==> config.mk <==
export PLATFORM = sky130hd
export DESIGN_NAME = tap_chain_probe
export DESIGN_NICKNAME = d
export VERILOG_FILES = /design/src/rtl/tap_chain_pkg.sv /design/src/rtl/tap_tck_gen.sv /design/src/rtl/tap_delay_meter.sv /design/src/rtl/tap_probe_seq.sv /design/src/rtl/tap_chain_probe.sv
export SDC_FILE = /design/constraint.sdc
export NUM_CORES = 1
export LEC_CHECK = 0
export ABC_AREA = 1
export BUFFER_PORTS_ARGS = -buffer_cell sky130_fd_sc_hd__buf_2
export CORE_UTILIZATION = 55
export CTS_BUF_LIST = sky130_fd_sc_hd__clkbuf_8
export DETAILED_ROUTE_END_ITERATION = 16
export GPL_ROUTABILITY_DRIVEN = 0
export PLACE_DENSITY = 0.85
export SYNTH_ARGS = -nofsm -noshare
export SYNTH_HDL_FRONTEND = slang
export SYNTH_SLANG_ARGS = --single-unit
==> constraint.sdc <==
create_clock -name clk -period 3.3 [get_ports clk]
set_input_delay 0.165 -clock clk [delete_from_list [all_inputs] [get_ports clk]]
set_output_delay 0.165 -clock clk [all_outputs]
set_load 0.01 [all_outputs]
==> src/rtl/tap_chain_pkg.sv <==
package tap_chain_pkg;

   typedef enum logic [2:0] {
      PH_IDLE,
      PH_RESET,
      PH_TO_IR,
      PH_IR,
      PH_TO_DR,
      PH_FLUSH,
      PH_MEAS,
      PH_EXIT
   } phase_e;

   // mode-select walks, bit k is used on step k
   localparam logic [7:0] WALK_TO_IR = 8'b0000_0110;  // 0,1,1,0,0
   localparam logic [3:0] WALK_TO_DR = 4'b0011;       // 1,1,0,0
   localparam logic [3:0] WALK_EXIT  = 4'b0011;       // 1,1,0

   function automatic int unsigned max_of3(input int unsigned a,
                                           input int unsigned b,
                                           input int unsigned c);
      int unsigned m;
      m = (a > b) ? a : b;
      return (m > c) ? m : c;
   endfunction

endpackage

==> src/rtl/tap_tck_gen.sv <==
module tap_tck_gen #(
   parameter int unsigned CLK_DIV = 4
) (
   input  logic clk,
   input  logic rst_n,
   input  logic run_i,
   output logic tck_o,
   output logic rise_o,
   output logic fall_o
);
   localparam int unsigned HALF = CLK_DIV / 2;
   localparam int unsigned DW   = $clog2(CLK_DIV);

   logic [DW-1:0] div_q;

   // strobes mark the system edge on which tck changes
   assign rise_o = run_i && (div_q == DW'(HALF - 1));
   assign fall_o = run_i && (div_q == DW'(CLK_DIV - 1));

   always_ff @(posedge clk or negedge rst_n) begin
      if (!rst_n) begin
         div_q <= '0;
         tck_o <= 1'b0;
      end else if (!run_i) begin
         div_q <= '0;
         tck_o <= 1'b0;
      end else begin
         div_q <= fall_o ? '0 : div_q + 1'b1;
         if (rise_o)      tck_o <= 1'b1;
         else if (fall_o) tck_o <= 1'b0;
      end
   end
endmodule

==> src/rtl/tap_delay_meter.sv <==
module tap_delay_meter #(
   parameter int unsigned DLY_W = 6
) (
   input  logic             clk,
   input  logic             rst_n,
   input  logic             clear_i,
   input  logic             sample_i,
   input  logic             tdo_i,
   output logic             found_o,
   output logic [DLY_W-1:0] delay_o
);
   always_ff @(posedge clk or negedge rst_n) begin
      if (!rst_n) begin
         found_o <= 1'b0;
         delay_o <= '0;
      end else if (clear_i) begin
         found_o <= 1'b0;
         delay_o <= '0;
      end else if (sample_i && !found_o) begin
         if (tdo_i) found_o <= 1'b1;
         else       delay_o <= delay_o + 1'b1;
      end
   end
endmodule

==> src/rtl/tap_probe_seq.sv <==
module tap_probe_seq
   import tap_chain_pkg::*;
#(
   parameter int unsigned MAX_DEV = 32,
   parameter int unsigned IR_BITS = 4,
   parameter int unsigned RST_CYC = 5
) (
   input  logic clk,
   input  logic rst_n,
   input  logic start_i,
   input  logic fall_i,
   input  logic found_i,
   output logic run_o,
   output logic tms_o,
   output logic tdi_o,
   output logic clear_o,
   output logic meas_o,
   output logic finish_o
);
   localparam int unsigned IR_LEN = MAX_DEV * IR_BITS;
   localparam int unsigned IW     = $clog2(max_of3(RST_CYC, IR_LEN, MAX_DEV + 1) + 1);

   phase_e        ph_q, ph_n;
   logic [IW-1:0] idx_q, idx_n;
   logic          last_step;

   function automatic logic [IW-1:0] phase_last(input phase_e p);
      case (p)
         PH_RESET: return IW'(RST_CYC - 1);
         PH_TO_IR: return IW'(4);
         PH_IR:    return IW'(IR_LEN - 1);
         PH_TO_DR: return IW'(3);
         PH_FLUSH: return IW'(MAX_DEV - 1);
         PH_MEAS:  return IW'(MAX_DEV);
         PH_EXIT:  return IW'(2);
         default:  return '0;
      endcase
   endfunction

   // {tms, tdi} presented during step i of phase p
   function automatic logic [1:0] phase_pins(input phase_e p, input logic [IW-1:0] i);
      case (p)
         PH_RESET: return 2'b10;
         PH_TO_IR: return {WALK_TO_IR[i[2:0]], 1'b0};
         PH_IR:    return {(i == IW'(IR_LEN - 1)), 1'b1};
         PH_TO_DR: return {WALK_TO_DR[i[1:0]], 1'b0};
         PH_FLUSH: return 2'b00;
         PH_MEAS:  return {1'b0, (i == '0)};
         PH_EXIT:  return {WALK_EXIT[i[1:0]], 1'b0};
         default:  return 2'b10;
      endcase
   endfunction

   always_comb begin
      ph_n      = ph_q;
      idx_n     = idx_q + 1'b1;
      last_step = (idx_q == phase_last(ph_q)) || ((ph_q == PH_MEAS) && found_i);
      if (last_step) begin
         idx_n = '0;
         case (ph_q)
            PH_RESET: ph_n = PH_TO_IR;
            PH_TO_IR: ph_n = PH_IR;
            PH_IR:    ph_n = PH_TO_DR;
            PH_TO_DR: ph_n = PH_FLUSH;
            PH_FLUSH: ph_n = PH_MEAS;
            PH_MEAS:  ph_n = PH_EXIT;
            default:  ph_n = PH_IDLE;
         endcase
      end
   end

   always_ff @(posedge clk or negedge rst_n) begin
      if (!rst_n) begin
         ph_q  <= PH_IDLE;
         idx_q <= '0;
         run_o <= 1'b0;
         tms_o <= 1'b1;
         tdi_o <= 1'b0;
      end else if (ph_q == PH_IDLE) begin
         if (start_i) begin
            ph_q           <= PH_RESET;
            idx_q          <= '0;
            run_o          <= 1'b1;
            {tms_o, tdi_o} <= phase_pins(PH_RESET, '0);
         end
      end else if (fall_i) begin
         ph_q  <= ph_n;
         idx_q <= idx_n;
         run_o <= (ph_n != PH_IDLE);
         if (ph_n != PH_IDLE) {tms_o, tdi_o} <= phase_pins(ph_n, idx_n);
      end
   end

   assign clear_o  = start_i && (ph_q == PH_IDLE);
   assign meas_o   = (ph_q == PH_MEAS);
   assign finish_o = fall_i && (ph_q == PH_EXIT) && last_step;
endmodule

==> src/rtl/tap_chain_probe.sv <==
module tap_chain_probe
   import tap_chain_pkg::*;
#(
   parameter  int unsigned MAX_DEV = 32,
   parameter  int unsigned IR_BITS = 4,
   parameter  int unsigned RST_CYC = 5,
   parameter  int unsigned CLK_DIV = 4,
   localparam int unsigned CNT_W   = $clog2(MAX_DEV + 1)
) (
   input  logic             clk,
   input  logic             rst_n,
   input  logic             start_i,
   input  logic             tdo_i,
   output logic             tck_o,
   output logic             tms_o,
   output logic             tdi_o,
   output logic             done_o,
   output logic [CNT_W-1:0] count_o,
   output logic             error_o
);
   localparam int unsigned DLY_W = $clog2(MAX_DEV + 2);

   if (CLK_DIV < 2 || (CLK_DIV % 2) != 0) begin : g_bad_div
      $error("CLK_DIV must be even and at least 2");
   end
   if (MAX_DEV < 1) begin : g_bad_max
      $error("MAX_DEV must be at least 1");
   end
   if (IR_BITS < 2) begin : g_bad_ir
      $error("IR_BITS must be at least 2");
   end
   if (RST_CYC < 5) begin : g_bad_rst
      $error("RST_CYC must be at least 5");
   end

   logic             run, rise, fall;
   logic             clear, meas, finish;
   logic             found;
   logic [DLY_W-1:0] delay;

   tap_tck_gen #(.CLK_DIV(CLK_DIV)) u_tck (
      .clk    (clk),
      .rst_n  (rst_n),
      .run_i  (run),
      .tck_o  (tck_o),
      .rise_o (rise),
      .fall_o (fall)
   );

   tap_probe_seq #(
      .MAX_DEV (MAX_DEV),
      .IR_BITS (IR_BITS),
      .RST_CYC (RST_CYC)
   ) u_seq (
      .clk      (clk),
      .rst_n    (rst_n),
      .start_i  (start_i),
      .fall_i   (fall),
      .found_i  (found),
      .run_o    (run),
      .tms_o    (tms_o),
      .tdi_o    (tdi_o),
      .clear_o  (clear),
      .meas_o   (meas),
      .finish_o (finish)
   );

   tap_delay_meter #(.DLY_W(DLY_W)) u_meter (
      .clk      (clk),
      .rst_n    (rst_n),
      .clear_i  (clear),
      .sample_i (rise && meas),
      .tdo_i    (tdo_i),
      .found_o  (found),
      .delay_o  (delay)
   );

   always_ff @(posedge clk or negedge rst_n) begin
      if (!rst_n) begin
         done_o  <= 1'b0;
         count_o <= '0;
         error_o <= 1'b0;
      end else begin
         done_o <= finish;
         if (finish) begin
            error_o <= !found;
            count_o <= found ? CNT_W'(delay) : '0;
         end
      end
   end
endmodule

---- Word-level counts from Yosys, hierarchy flattened ----
Memory sizes are Yosys's and may differ from the RTL's.
Cells that the tools add are included.
operators by class
  $add $sub $neg .......................... 3
  magnitude comparators ................... 2
  equal/unequal tests ..................... 20
  mux-type cells .......................... 36
  reduce and logical (&&, ||, !) cells .... 23
operators by type and width
  cell                                                                  number
  7-bit one-hot mux with 6 select lines                                 1
  8-bit 2-to-1 mux                                                      4
  3-bit == test, second input constant                                  8
  6-bit 2-to-1 mux                                                      4
  1-bit 2-to-1 mux                                                      18
  3-bit one-hot mux with 6 select lines                                 1
  3-bit by 2-bit == test with 1-bit output, second input constant       4
  3-bit 2-to-1 mux                                                      4
  2-bit one-hot mux with 5 select lines                                 1
  8-bit by 1-bit adder with 8-bit output, second input constant         1
  8-bit by 7-bit == test with 1-bit output                              1
  8-bit by 7-bit == test with 1-bit output, second input constant       1
  1-bit logical AND                                                     8
  8-bit zero test                                                       1
  2-bit nonzero test                                                    4
  6-bit by 1-bit adder with 6-bit output, second input constant         1
  2-bit AND reduction                                                   3
  3-bit by 4-bit < comparator with 1-bit output, second input constant  1
  2-bit 2-to-1 mux                                                      2
  2-bit OR reduction                                                    2
  3-bit by 1-bit == test with 1-bit output, second input constant       1
  3-bit zero test                                                       1
  2-bit by 3-bit < comparator with 1-bit output, second input constant  1
  3-bit by 2-bit != test with 1-bit output, second input constant       1
  10 further kinds                                                      10
storage, ports and cells
  flip-flop bits (word level) ............. 32
  ROM bits ................................ 8
  output and inout bits ................... 11
  word-level logic and storage cells ...... 97
  memories ................................ 1
memories
  name              depth  width  rd ports  clocked after memory_dff  wr ports  RTL line             text
  (name not given)  8      1      1         0                         0         tap_probe_seq.sv:44  PH_TO_IR: return {WALK_TO_IR[i[2:0]], 1'b0};

---- Depth between registers and ports, before layout ----
  word-level depth ........................ 12
  depth in mapped cells ................... 23

---- Modules after synthesis ----
Synthesis repeated with hierarchy kept, for this count alone.
unflattened totals
  cells, all modules ...................... 275
  area, all modules ....................... 2064.5 um^2
by module, submodules not included
  module           instances  cells each  area each (um^2)
  tap_probe_seq    1          181         1242.4
  tap_delay_meter  1          44          366.6
  tap_chain_probe  1          34          312.8
  tap_tck_gen      1          16          142.6

---- Least setup slack after synthesis ----
OpenSTA, ideal clock, no wires.
  path kind ............................... reg-to-reg
  start ................................... reg u_seq.ph_q[2]
  end ..................................... reg u_seq.tms_o
  library setup time ...................... 76 ps
  arrival ................................. 2017 ps
  setup slack ............................. 1208 ps
  stages on the path, launching flop included .. 21
  clock period less this slack ............ 2092 ps
  path through ............................ dfrtp_1 > buf_4 > inv_4 > nand3_2 > nand2_1 > xor2_1 > nand3_2 > nand2_2 > buf_6 > inv_2 > nand2_2 > inv_1 > ha_1 > nand3_1 > nor2_1 > nand2_1 > nor2_1 > nand2_1 > nand3_1 > nor2_1 > nor2_1
on the way
  longest elaborated chain between the ends .. 12
  elaborated cells on any way between the ends .. 37
  those cells by class .................... eq/ne: 16; mux: 11; reduce/logical: 9; memory: 1
RTL lines
  item                                                                                                  RTL line                                  text
  start: declaration                                                                                    tap_probe_seq.sv:23                       phase_e ph_q, ph_n;
  start signal: assignment                                                                              tap_probe_seq.sv:87                       ph_q <= ph_n;
  3-bit by 1-bit == test with 1-bit output or 3-bit by 2-bit == test with 1-bit output (tied branches)  tap_probe_seq.sv:28, tap_probe_seq.sv:60
  2-bit OR reduction (no source line)                                                                   --
  7-bit one-hot mux with 6 select lines                                                                 tap_probe_seq.sv:28                       case (p)
  8-bit by 7-bit == test with 1-bit output                                                              tap_probe_seq.sv:57                       last_step = (idx_q == phase_last(ph_q)) || ((ph_q == PH_MEAS) && found_i);
  1-bit logical OR                                                                                      tap_probe_seq.sv:57
  8-bit 2-to-1 mux or 3-bit 2-to-1 mux (tied branches)                                                  tap_probe_seq.sv:58                       if (last_step) begin
  memory read 8 x 1 bit (tied with other cells)                                                         --
  1-bit 2-to-1 mux (implied by the code) (tied with other cells)                                        tap_probe_seq.sv:44
  2-bit one-hot mux with 5 select lines                                                                 tap_probe_seq.sv:42                       case (p)
  1-bit 2-to-1 mux                                                                                      tap_probe_seq.sv:90                       if (ph_n != PH_IDLE) {tms_o, tdi_o} <= phase_pins(ph_n, idx_n);
  1-bit 2-to-1 mux                                                                                      tap_probe_seq.sv:86                       end else if (fall_i) begin
  1-bit 2-to-1 mux                                                                                      tap_probe_seq.sv:79                       end else if (ph_q == PH_IDLE) begin
  end signal: assignment                                                                                tap_probe_seq.sv:84                       {tms_o, tdi_o} <= phase_pins(PH_RESET, '0);
  end signal: assignment                                                                                tap_probe_seq.sv:90
  end: declaration                                                                                      tap_probe_seq.sv:14                       output logic tms_o,
Several ways; a longest one is shown, not always the timed one. The select of a mux whose other input is x is not followed.
A chain may end at the register's enable or synchronous reset.

---- Worst setup path in the final report ----
  start ................................... reg u_seq.ph_q[1]
  end ..................................... reg u_seq.tms_o
The elaborated chain is that of the path after synthesis.

==> metrics.md <==
| Metric | Value |
|---|---|
| Share of the synthesized area in the top cell type | 0.3894 |
| Iteration-0 DRC count of the detailed router | 192 |
| Slew headroom | 0.5393 |
| IO Count | 15 |
| Critical path cell sequence | inv_2 > nand2_1 > nand2_1 > nand2_1 > nand2_1 > inv_1 > nand2_1 > nor2_1 > nand3_2 > nand2_2 > inv_2 > nand2_2 > inv_1 > ha_1 > nand3_1 > nor2_1 > nand2_1 > nor2_1 > nand2_1 > nand3_1 > nor2_1 > nor2_1 |
| Critical Path Most Common Cell | nand2_1 |
| CP Launch Type | flip-flop |
| Max-Cap Viols | 0 |
| WP data arrival | 3000 ps |
| Largest net degree at the start of global routing | 33 |
| CTS sink count | 32 |
| Ys Warns | 0 |
| Slew @ Worst Pin | approximately 690 ps |
| Clock root buffer | clkbuf_8 |
| Via/cell ratio | 5.358 |
| Starting Density | 0.5832 |
| Ys flop type | dfrtp_1 |
| Core area | 3416 µm² |
| Area growth syn-to-layout | 9.862% |
| Vias in the first global route | 1,720 |
| Nets@finish | 298 |
| Fin. Hold Viols | 0 |
| Cells after synthesis | 272 |
| CP Class | flip-flop to flip-flop |
| Maximum vdd drop | 0.3054 mV |
| Total iterations of the first detailed-routing run | 5 |
| Delay-heaviest family, CP | simple AND/OR/NAND/NOR gates |
| Post-synth ARST share | 1.000 |
| # Post-CTS Setup Buffers | 0 |
| Pre-CTS setup slack | 605.8 ps |
| Static leakage | about 1.2 nW |
| Clock transition at the registers of the reported paths | ~70 ps |
| Initial antenna violation count | 0 |
| Crit path capture type | flip-flop |
| Final hold slack | about 150 ps |
| CTS tree | built |
| Final wirelength | about 4.4 mm |
| Wire per inst | 13.11 µm |
| Fmax | 0.3599 GHz |
| Largest stage delay on the critical path | 600 ps |
| WP buf/inv | 4 |
| Rows | 21 |
| Unrepaired setup endpoints after global routing | false |
| Status | completed |
| Via count | 1,795 |
| CTS buffer count | 5 |
| Yosys top cell by area | dfrtp_1 |
| Setup TNS | 0 ps |
| GRT Residual Overflow | 0 |
| Post-synthesis sequential area ratio | 0.4026 |
| Tmin final | 2779 ps |
| GRT Total Usage | 0.2580 |
| Ratio of final minimum period to clock period | 0.8421 |
| First-pass GRT wire length | 7.803 mm |
| CP required | about 3500 ps |
| Post-synth top cells | nand2_1, inv_1, dfrtp_1 |
| Number of port buffers | 14 |
| Final worst-path setup slack | 521.1 ps |
| EDFF count, synth | 0 |
| Clock Path Buffers | 2 |
| Post-synth cell types | 28 |
| Synth Cell Area | 1992 µm² |
| Hold crit path type | input port to flip-flop |
| Worst-path maximum fanout | 13 |
| DIE WIDTH | 62.18 µm |
| Worst path slowest cell | dfrtp_1 |
| Ant. Diodes | 0 |
| Clock Latency Late Sink | between 200 and 300 ps |
| FF+latch count, synth | 32 |
| DRC errors left | 0 |
| DP HPWL | between 3 and 4 mm |
| Die height | 62.18 µm |
| Top cells by area, synth | dfrtp_1, nand2_1, inv_1, nand3_1, nor2_1 |
| Die area | 3866 µm² |
| # setup viols final | 0 |
| Layout cells sized above 1 | 0.1626 |
| Count leader, synth | nand2_1 |
| Final Skew | 7.306 ps |
| Syn Area/Cell | 7.323 µm² |
| Power per cell area | 358.5 nW/µm² |
| Mapped Nets | 282 |
| Post-cts resize count | 0 |
| DRT antenna net count | 0 |
| H-tree Lvls | 2 |
| Max-slew violation count | 0 |
==> sequential cells by signal, summed over array words and instances (netlist names), 2 cells and up <==
name             flops
u_seq.idx_q          8
count_o              6
u_tck.div_q          2
u_seq.ph_q           3
u_meter.delay_o      6
==> cell usage in the layout (no fill, tap or decap), types with 2 or more instances in the layout <==
cell type and instances:
nand3_1 24, nor2_2 3, buf_2 14, nand3_2 5, nor2_1 29, xor2_1 2, o21ai_1 5, dfrtp_1 31
nor3_1 6, nand4_1 3, o21ai_0 10, a21oi_1 6, o211ai_1 3, o32ai_1 4, a22oi_1 2, o22ai_1 3
nand2_2 8, clkbuf_8 5, inv_1 42, inv_2 4, nand2_1 64, ha_1 6
==> worst reg2reg max path, cell delays in order, from the launching register on <==
cell,delay (ps)
dfrtp_1,600
inv_2,160
nand2_1,150
nand2_1,70
nand2_1,60
nand2_1,50
inv_1,50
nand2_1,40
nor2_1,100
nand3_2,270
nand2_2,290
inv_2,50
nand2_2,90
inv_1,50
ha_1,180
nand3_1,80
nor2_1,40
nand2_1,70
nor2_1,40
nand2_1,60
nand3_1,70
nor2_1,80
nor2_1,50
==> final cells by class <==
type | count | area (µm²)
Fill cell | 301 | 1227
Tap cell | 46 | 57.56
Timing Repair Buffer | 16 | 87.58
Sequential cell | 32 | 802.0
Inverter | 47 | 178.9
Multi-Input combinational cell | 186 | 950.9
Clock buffer | 5 | 68.82
Clock inverter | 3 | 42.54
==> metal layers <==
| metal | vias up | wire length (µm) | global-route usage |
|---|---|---|---|
| met4 | 0 | 54 | 0.07558 |
| met2 | 68 | 1971 | 0.3970 |
| li1 | 899 | - | - |
| met1 | 819 | 2065 | 0.3564 |
| met3 | 9 | 301 | 0.06985 |
| met5 | - | 0 | 0 |
==> cells by family (layout without fill, tap and decap cells) <==
logic type               after synthesis  after routing  synth area share
AO/OA/AOI/OAI                         34             34            0.1024
AND/OR/NAND/NOR                      144            144            0.3285
XOR/XNOR                               2              2          0.008796
buffers and inverters                 54             71            0.1200
flip-flops                            32             32            0.4026
adder cells (fa/ha/maj)                6              6           0.03769
==> stage by stage <==
stage               utilization  total power, mW  instances  area, µm²
detailed placement       0.6051           0.4144        326       2067
global placement         0.6051           0.4141        326       2067
global route             0.6407           0.8124        335       2188
floorplan                     -           0.4039        272       1992
CTS                      0.6407           0.7893        335       2188
finish                   0.6407           0.7844        335       2188
==> repair_timing <==
action / in CTS / in global routing
hold buffers: 1 / 0
endpoints found under the hold margin: 31 / 0
setup endpoints to repair: 0 / 0
==> power breakdown <==
group,switching [mW],internal [mW]
Sequential,0.000624,0.393
Clock,0.154,0.223
Combinational,0.00984,0.00310
==> final timing paths <==
check,startpoint,end,slack [ps],cells past startpoint
setup / recovery,u_seq.ph_q[1]$_DFFE_PN0P_,u_seq.tms_o$_DFFE_PN1P_,520,22
hold / removal,tdo_i,u_meter.found_o$_DFFE_PN0P_,150,3
setup reg to reg,u_seq.ph_q[1]$_DFFE_PN0P_,u_seq.tms_o$_DFFE_PN1P_,520,22
hold reg to reg,u_tck.div_q[0]$_DFF_PN0_,u_tck.div_q[0]$_DFF_PN0_,490,1
max in group asynchronous,rst_n,count_o[3]$_DFFE_PN0P_,2400,2
min in group asynchronous,rst_n,u_seq.idx_q[4]$_DFFE_PN0P_,460,2
(Power assumes the default switching activity.)
